### src/rtl/tlb_cache.sv
module tlb_cache #(
  parameter int ENTRIES = 16,
  parameter int VA_W    = 48,
  parameter int PA_W    = 40
) (
  input  logic              clk,
  input  logic              rst_n,
  input  logic              lk_valid,
  input  logic [VA_W-1:0]   lk_vaddr,
  output logic              lk_hit,
  output logic              lk_miss,
  output logic [PA_W-1:0]   lk_paddr,
  output logic [1:0]        lk_size,
  output logic              lk_wr,
  output logic              lk_user,
  output logic              lk_nx,
  output logic              lk_dirty,
  input  logic              fill_valid,
  input  logic [VA_W-13:0]  fill_vpage,
  input  logic [1:0]        fill_size,
  input  logic [PA_W-13:0]  fill_pfn,
  input  logic              fill_wr,
  input  logic              fill_user,
  input  logic              fill_nx,
  input  logic              fill_global,
  input  logic              fill_dirty,
  input  logic              inv_valid,
  input  logic [VA_W-13:0]  inv_vpage,
  input  logic              as_switch
);
  localparam int VPN_W = VA_W - 12;
  localparam int PFN_W = PA_W - 12;
  localparam int IW    = (ENTRIES > 1) ? $clog2(ENTRIES) : 1;

  function automatic logic [1:0] norm_sz(input logic [1:0] s);
    return (s == 2'd3) ? 2'd0 : s;
  endfunction

  function automatic logic [VPN_W-1:0] vpn_keep(input logic [1:0] s);
    logic [VPN_W-1:0] m = '1;
    if (s == 2'd1) m[8:0] = '0;
    else if (s == 2'd2) m[17:0] = '0;
    return m;
  endfunction

  function automatic logic [PFN_W-1:0] pfn_keep(input logic [1:0] s);
    logic [PFN_W-1:0] m = '1;
    if (s == 2'd1) m[8:0] = '0;
    else if (s == 2'd2) m[17:0] = '0;
    return m;
  endfunction

  function automatic logic [PA_W-1:0] off_mask(input logic [1:0] s);
    logic [PA_W-1:0] m = '0;
    m[11:0] = '1;
    if (s == 2'd1) m[20:0] = '1;
    else if (s == 2'd2) m[29:0] = '1;
    return m;
  endfunction

  logic [ENTRIES-1:0] v_q, g_q;
  logic [VPN_W-1:0]   tag_q  [ENTRIES];
  logic [1:0]         sz_q   [ENTRIES];
  logic [PFN_W-1:0]   pfn_q  [ENTRIES];
  logic [3:0]         attr_q [ENTRIES];
  logic [IW-1:0]      rr_q;

  logic [VPN_W-1:0]   lk_vpn;
  logic [1:0]         f_sz;
  assign lk_vpn = lk_vaddr[VA_W-1:12];
  assign f_sz   = norm_sz(fill_size);

  logic [ENTRIES-1:0] kill, v_live, hit_vec, ovl;

  always_comb begin
    for (int i = 0; i < ENTRIES; i++) begin
      kill[i]    = (inv_valid && (((inv_vpage ^ tag_q[i]) & vpn_keep(sz_q[i])) == '0))
                   || (as_switch && !g_q[i]);
      v_live[i]  = v_q[i] && !kill[i];
      hit_vec[i] = lk_valid && v_live[i]
                   && (((lk_vpn ^ tag_q[i]) & vpn_keep(sz_q[i])) == '0);
      ovl[i]     = v_live[i]
                   && (((fill_vpage ^ tag_q[i]) & vpn_keep(sz_q[i]) & vpn_keep(f_sz)) == '0);
    end
  end

  logic [IW-1:0] ovl_idx, free_idx, victim;
  logic          any_ovl, any_free;

  always_comb begin
    ovl_idx  = '0;
    free_idx = '0;
    for (int i = ENTRIES - 1; i >= 0; i--) begin
      if (ovl[i])     ovl_idx  = IW'(i);
      if (!v_live[i]) free_idx = IW'(i);
    end
  end

  assign any_ovl  = |ovl;
  assign any_free = ~&v_live;
  assign victim   = any_ovl ? ovl_idx : (any_free ? free_idx : rr_q);

  logic [PFN_W-1:0] r_pfn;
  logic [1:0]       r_sz;
  logic [3:0]       r_attr;

  always_comb begin
    r_pfn  = '0;
    r_sz   = '0;
    r_attr = '0;
    for (int i = 0; i < ENTRIES; i++) begin
      if (hit_vec[i]) begin
        r_pfn  = r_pfn  | pfn_q[i];
        r_sz   = r_sz   | sz_q[i];
        r_attr = r_attr | attr_q[i];
      end
    end
  end

  logic [PA_W-1:0] om;
  assign om       = off_mask(r_sz);
  assign lk_hit   = |hit_vec;
  assign lk_miss  = lk_valid && !lk_hit;
  assign lk_paddr = lk_hit ? (({r_pfn, 12'h000} & ~om) | (PA_W'(lk_vaddr[29:0]) & om)) : '0;
  assign lk_size  = r_sz;
  assign {lk_wr, lk_user, lk_nx, lk_dirty} = r_attr;

  logic [ENTRIES-1:0] v_next;
  always_comb begin
    v_next = v_live;
    if (fill_valid) begin
      v_next         = v_live & ~ovl;
      v_next[victim] = 1'b1;
    end
  end

  always_ff @(posedge clk or negedge rst_n) begin
    if (!rst_n) begin
      v_q  <= '0;
      rr_q <= '0;
    end else begin
      v_q <= v_next;
      if (fill_valid && !any_ovl && !any_free)
        rr_q <= (rr_q == IW'(ENTRIES - 1)) ? '0 : rr_q + 1'b1;
    end
  end

  always_ff @(posedge clk) begin
    if (fill_valid) begin
      tag_q[victim]  <= fill_vpage & vpn_keep(f_sz);
      sz_q[victim]   <= f_sz;
      pfn_q[victim]  <= fill_pfn & pfn_keep(f_sz);
      attr_q[victim] <= {fill_wr, fill_user, fill_nx, fill_dirty};
      g_q[victim]    <= fill_global;
    end
  end
endmodule

### config.mk
export PLATFORM = sky130hd
export DESIGN_NAME = tlb_cache
export DESIGN_NICKNAME = d
export VERILOG_FILES = /design/src/rtl/tlb_cache.sv
export SDC_FILE = /design/constraint.sdc
export NUM_CORES = 2
export LEC_CHECK = 0
export BUFFER_PORTS_ARGS = -buffer_cell sky130_fd_sc_hd__buf_2
export CAP_MARGIN = 20
export CORE_MARGIN = 1
export CORE_UTILIZATION = 40
export DETAILED_ROUTE_END_ITERATION = 10
export PLACE_DENSITY_LB_ADDON = 0.3
export REMOVE_ABC_BUFFERS = 1
export SYNTH_ARGS = -nofsm -noshare
export SYNTH_HDL_FRONTEND = slang
export SYNTH_SLANG_ARGS = --single-unit
export TNS_END_PERCENT = 100
### constraint.sdc
create_clock -name clk -period 8.3 [get_ports clk]
set_input_delay 0.83 -clock clk [delete_from_list [all_inputs] [get_ports clk]]
set_output_delay 0.83 -clock clk [all_outputs]
set_load 0.01 [all_outputs]
**After elaboration in Yosys (flattened, before gate mapping)**

Memories as Yosys holds them, arrays and structs flattened.
Cells that the tools add are included.

- Input port bits: 161
- Output and inout bits: 48
- Word-level logic and storage cells: 562
- Memory bits (writable): 1120
- Memories: 4
- Register bits after elaboration: 36

Memories:

| memory | words | bits a word | rd ports | clocked after memory_dff | write ports | line | source |
|---|---|---|---|---|---|---|---|
| tag_q | 16 | 36 | 16 | 0 | 1 | 62 | `logic [VPN_W-1:0] tag_q [ENTRIES];` |
| pfn_q | 16 | 28 | 16 | 0 | 1 | 64 | `logic [PFN_W-1:0] pfn_q [ENTRIES];` |
| attr_q | 16 | 4 | 16 | 0 | 1 | 65 | `logic [3:0] attr_q [ENTRIES];` |
| sz_q | 16 | 2 | 16 | 0 | 1 | 63 | `logic [1:0] sz_q [ENTRIES];` |

- Eq/ne operators: 38
- Bitwise logic cells: 166
- Add/subtract/negate cells: 1
- Multiplexer cells: 147
- $lt $le $gt $ge: 2
- Reduce and logical (&&, ||, !) cells: 201

Operators with widths:

| cell | number |
|---|---|
| 36-bit bitwise AND | 65 |
| 36-bit logical NOT | 48 |
| 36-bit bitwise XOR | 48 |
| 28-bit 2-to-1 mux | 16 |
| 28-bit bitwise OR | 15 |
| 9-bit 2-to-1 mux | 37 |
| 18-bit 2-to-1 mux | 17 |
| 4-bit 2-to-1 mux | 51 |
| 1-bit logical AND | 100 |
| 4-bit bitwise OR | 15 |
| 40-bit bitwise AND | 1 |
| 40-bit 2-to-1 mux | 1 |
| 30-bit NOT with 40-bit output | 1 |
| 40-bit by 30-bit bitwise OR with 40-bit output | 1 |
| 2-bit equality test (second input constant) | 19 |
| 2-bit by 1-bit equality test with 1-bit output (second input constant) | 18 |
| 1-bit logical NOT | 34 |
| 2-bit 2-to-1 mux | 17 |
| 16-bit OR reduction | 2 |
| 30-bit bitwise AND | 1 |
| 30-bit 2-to-1 mux | 1 |
| 2-bit bitwise OR | 15 |
| 28-bit bitwise AND | 1 |
| 21-bit 2-to-1 mux | 1 |
| other kinds (13) | 30 |

**Longest topological paths before layout**

An unclocked memory read counts as a cell.

- Word-level depth: 50
- Gate-level depth with buffers: 19
- Gate-level depth less buffers: 15

**Worst setup path before layout**

No wires, ideal clock.

- Kind: input port to flip-flop
- Start point: in fill_size[0]
- End point: mem attr_q[10][0], enable pin
- Data arrival time: 6.348 ns
- Buffers on the path: 3
- Setup slack: 1.451 ns
- Stages on the path: 14
- Cells stage by stage: inv_1 -> ha_1 -> clkbuf_1 -> clkbuf_1 -> a311oi_1 -> nor4_2 -> nand3b_1 -> a211oi_1 -> o2111ai_1 -> a21oi_1 -> a21oi_2 -> or2_1 -> buf_2 -> nor2_1

- Longest elaborated chain between the ends: 25
- Elaborated cells on any way between the ends: 73
- Those cells by class: eq/ne: 3; mux: 21; bitwise: 16; reduce/logical: 33

Ends and longest elaborated chain:

| element | line | source |
|---|---|---|
| from (decl) | 20 | `input logic [1:0] fill_size,` |
| 2-bit equality test (*) | 36 | `return (s == 2'd3) ? 2'd0 : s;` |
| 2-bit 2-to-1 mux (*) | 36 |  |
| net f_sz[1] | 69 | `logic [1:0] f_sz;` |
| 2-bit equality test | 42 | `else if (s == 2'd2) m[17:0] = '0;` |
| 18-bit 2-to-1 mux | 42 |  |
| 9-bit 2-to-1 mux | 41 | `if (s == 2'd1) m[8:0] = '0;` |
| 36-bit bitwise AND | 83 | `&& (((fill_vpage ^ tag_q[i]) & vpn_keep(sz_q[i]) & vpn_keep(f_sz)) == '0);` |
| 36-bit logical NOT | 83 |  |
| 1-bit logical AND | 83 |  |
| 4-bit 2-to-1 mux (16 in series) | 94 | `if (ovl[i]) ovl_idx = IW'(i);` |
| 4-bit 2-to-1 mux (*) | 101 | `assign victim = any_ovl ? ovl_idx : (any_free ? free_idx : rr_q);` |
| to (decl) | 65 |  |

Mark *: on every way through the listed nets, which the timed path passes. The rest lies on a longest branch.

**Worst setup path after layout**

- Start point: in inv_vpage[30]
- End point: out lk_paddr[29]

- Longest elaborated chain between the ends: 47
- Elaborated cells on any way between the ends: 216
- Those cells by class: eq/ne: 2; mux: 35; bitwise: 66; reduce/logical: 113

Ends and longest elaborated chain:

| element | line | source |
|---|---|---|
| from (decl) | 28 | `input logic [VA_W-13:0] inv_vpage,` |
| 36-bit bitwise XOR | 77 | `kill[i] = (inv_valid && (((inv_vpage ^ tag_q[i]) & vpn_keep(sz_q[i])) == '0))` |
| 36-bit bitwise AND | 77 |  |
| 36-bit logical NOT | 77 |  |
| 1-bit logical AND | 77 |  |
| 1-bit logical OR | 78 | `\|\| (as_switch && !g_q[i]);` |
| 1-bit logical NOT | 79 | `v_live[i] = v_q[i] && !kill[i];` |
| 1-bit logical AND | 79 |  |
| 1-bit logical AND | 80 | `hit_vec[i] = lk_valid && v_live[i]` |
| [31 not listed] | - |  |
| 2-bit 2-to-1 mux | 112 | `if (hit_vec[i]) begin` |
| 2-bit equality test | 57 | `else if (s == 2'd2) m[29:0] = '1;` |
| 30-bit 2-to-1 mux | 57 |  |
| 9-bit 2-to-1 mux | 56 | `if (s == 2'd1) m[20:0] = '1;` |
| 30-bit NOT with 40-bit output | 124 | `assign lk_paddr = lk_hit ? (({r_pfn, 12'h000} & ~om) \| (PA_W'(lk_vaddr[29:0]) & om)) : '0;` |
| 40-bit bitwise AND | 124 |  |
| 40-bit by 30-bit bitwise OR with 40-bit output | 124 |  |
| 40-bit 2-to-1 mux (*) | 124 |  |
| to (decl) | 12 | `output logic [PA_W-1:0] lk_paddr,` |

Every way passes the cells marked *; elsewhere a longest branch is shown, timed or not.

==> summary.md <==
| Metric | Value |
|---|---|
| Total gr overflow | 0 |
| Cell Area, Synth | 60,450 um2 |
| Post-detail-place hpwl | 143,200 um |
| R2r setup slk | 2.35 ns |
| Critical path's largest stage delay | 0.86 ns |
| Worst-path cell chain | buf_2 -> buf_4 -> xnor2_1 -> nand4_1 -> nor4_1 -> buf_4 -> nand3_1 -> o21ai_0 -> a2111oi_4 -> a22oi_1 -> nand2_1 -> nor4_1 -> ha_1 -> inv_1 -> o21ai_0 -> a31oi_1 -> buf_2 |
| RSZ-0062 raised after global routing | false |
| Final Cycle Share | 83.50% |
| Leading area contributor after synthesis | edfxtp_1 |
| Drt via density | 6.004 |
| Seq/Total Area, Yosys | 57.26% |
| Crit path kind | primary input to primary output |
| Clock latency on the worst-skew pair | 0.81 ns |
| Nets | 4,890 |
| Total negative slack | 0 ns |
| Largest net degree at the start of global routing | 72 |
| Peak supply drop | 0.1814 mV |
| Warnings, synthesis | 0 |
| Worst endpoint data arrival time | 6.10 ns |
| Final worst setup slack | 1.369 ns |
| Seq cells post-synth | 1,156 |
| Synth top area share | 56.43% |
| Max cap viols | 0 |
| Synth area leaders | edfxtp_1 56%, xor2_1 13%, xnor2_1 12% |
| Fillcell total | 13.47k |
| DRC | 0 |
| Placed Cells | 6,589 |
| WL final | 225,600 um |
| DRT Pass-1 Iters | 6 |
| Slew @ Worst Pin | 1.341 ns |
| I/O pins | 209 |
| Max Clk Rate | 144.3 MHz |
| Critical path capture point type | primary output |
| WP buf/inv | 5 |
| PD cells | 215.3 nW/um2 |
| Final hold vios | 0 |
| Critical-path top delay cell | o21ai_0 |
| Slew HR | 9.999% |
| DRT iter0 DRCs | 4,950 |
| Post-CTS Setup Bufs | 0 |
| Placement Cell Area | 63,900 um2 |
| Root Buffer | clkbuf_16 |
| Min-delay worst type | primary input to async pin |
| Via count | 41.03k |
| Number of synthesized flops with an enable pin | 1,136 |
| Launch point of the worst reg-to-reg path | tag_q[5][24] |
| Reg2reg path depth | 11 |
| Asr flop ratio synth | 1.730% |
| Hold_buf cts | 0 |
| Count leader, synth | edfxtp_1 |
| Multi-input gate area | 24,440 um2 |
| Share of layout cells above drive strength 1 | 12.45% |
| Final setup vio count | 0 |
| Clock skew | 0.07092 ns |
| Mapped Cells | 4,518 |
| Cts repair resizes | 0 |
| CORE AREA | 150,000 um2 |
| Clock sink total | 1,156 |
| Die area | 152,700 um2 |
| Crit path max fanout | 10 |
| CTS buffer count | 130 |
| Syn Area/Cell | 13.38 um2 |
| Placement Setup Slack | 1.509 ns |
| Crit Reg-Reg Endpoint | tag_q[11][21] |
| Vias in the first global route | 39.63k |
| H-Tree Depth | 4 |
| Rows | 142 |
| Register area | 34,610 um2 |
| Post-Layout Inst Area | 68,230 um2 |
| Detail Route Antenna Nets | 0 |
| Leakage | 0.02186 uW |
| Top Layer Used | met5 |
| CP startpoint kind | primary input |
| Hold_ws | 0.04393 ns |
| Max Root-Sink Buffers | 3 |
| CTS tree | built |
| Finished Layout Cells | 6,834 |
| Die Y | 390.7 um |
| Die width | 390.7 um |
| M1 WL | 88,730 um |
| Final Critical Period | 6.931 ns |
| CP required | 7.47 ns |
| I/O Buffers | 208 |
| First-pass GRT wire length | 313,100 um |
| RePlAce Congestion | 0.9940 |
| Met2 WL | 102,100 um |
| WL met3 | 22,460 um |
| DR WL/cell | 33.01 um |
| Initial Utilization | 40.31% |
| Reg clk slew, reported paths | 0.06 ns |
| Main synth FF type | edfxtp_1 |
| Post-synth cell types | 73 |
| Delay-heaviest family, CP | compound AO/OA/AOI/OAI gates |
| GR Util All Layers | 29.21% |
| Synthesis-to-layout area growth | 12.87% |
| Outcome | finished, final reports clean |
| Initial antenna violation count | 20 |
| Final Max Slew Viols | 0 |
| Commonest cells post-synth | 1,136 x edfxtp_1, 877 x xor2_1, 852 x xnor2_1 |
[worst register-to-register path: stages (launching register included)]
cell,delay [ns]
edfxtp_1,0.48
xor2_1,0.20
nor4_1,0.47
nand3_1,0.34
nor4_1,1.02
o211ai_1,0.62
o2111ai_4,0.34
nor4_4,0.13
nor4_1,0.51
o21ai_2,0.32
nor2_4,0.62
buf_4,0.51
[state kept, by name (all words and copies together) (netlist names)]
signal,cells
sz_q,32
g_q,16
v_q,16
pfn_q,448
attr_q,64
tag_q,576
rr_q,4
[through the flow]
stage / power [uW] / util [%]
floorplan: 8060 / -
global placement: 8991 / 42.59
detailed placement: 9010 / 42.61
CTS: 14720 / 45.46
global route: 15090 / 45.50
finish: 14690 / 45.50
[cell families (layout without fill, tap and decap cells)]
kind of cell	Yosys count	in the layout	synth area share, %
xor gates and xnor gates	1729	1729	25.05
other	0	6	0
DFF	1156	1156	57.26
adders and majority gates	21	21	0.4347
AOI/OAI and AO/OA	504	504	6.860
and+or+nand+nor	791	791	7.470
muxes	1	1	0.01863
buffers and inverters	316	610	2.902
[area by class of cell]
type / count / area share (%)
inverters: 31 / 0.1705
well taps: 2016 / 3.697
flip-flops and latches: 1156 / 50.73
diodes: 6 / 0.02201
clock buffers: 162 / 4.988
multi-input cells: 3046 / 35.82
clock inverters: 74 / 1.271
repair buffers: 343 / 3.301
[layout by cell type, fill, tap and decap left out, types with 53 or more instances in the layout]
master,netlist,final
xnor2_1,852,852
a22o_1,96,96
nand4_1,210,210
edfxtp_1,1136,1136
clkbuf_16,0,130
nor3_1,74,74
a221oi_1,114,114
nand3_1,71,71
a31oi_1,59,59
nor4_1,202,202
nor2_1,74,58
nand2_1,58,58
buf_2,113,212
xor2_1,877,877
buf_4,48,114
a22oi_1,53,53
[worst max-delay path by stage]
stage,to,from,depth (start not counted),slack [ns]
after floorplan,attr_q[1][0],fill_size[0],10,1.40
after global placement,lk_paddr[25],inv_vpage[7],17,1.50
after detailed placement,lk_paddr[29],inv_vpage[17],15,1.51
after CTS,lk_paddr[29],inv_vpage[7],15,1.47
after global routing,lk_paddr[29],inv_vpage[22],17,1.13
final,lk_paddr[29],inv_vpage[30],17,1.37
[power breakdown]
group          switching, uW  internal, uW
combinational           1290           608
sequential               225          6810
clock                   2530          3230
[layer usage]
metal / up-vias / global-route usage, %
li1: 17130 / -
met1: 20890 / 38.48
met2: 2467 / 45.31
met3: 530 / 6.231
met4: 18 / 14.96
met5: - / 0
Note: power is estimated with default switching activity, not from simulation.
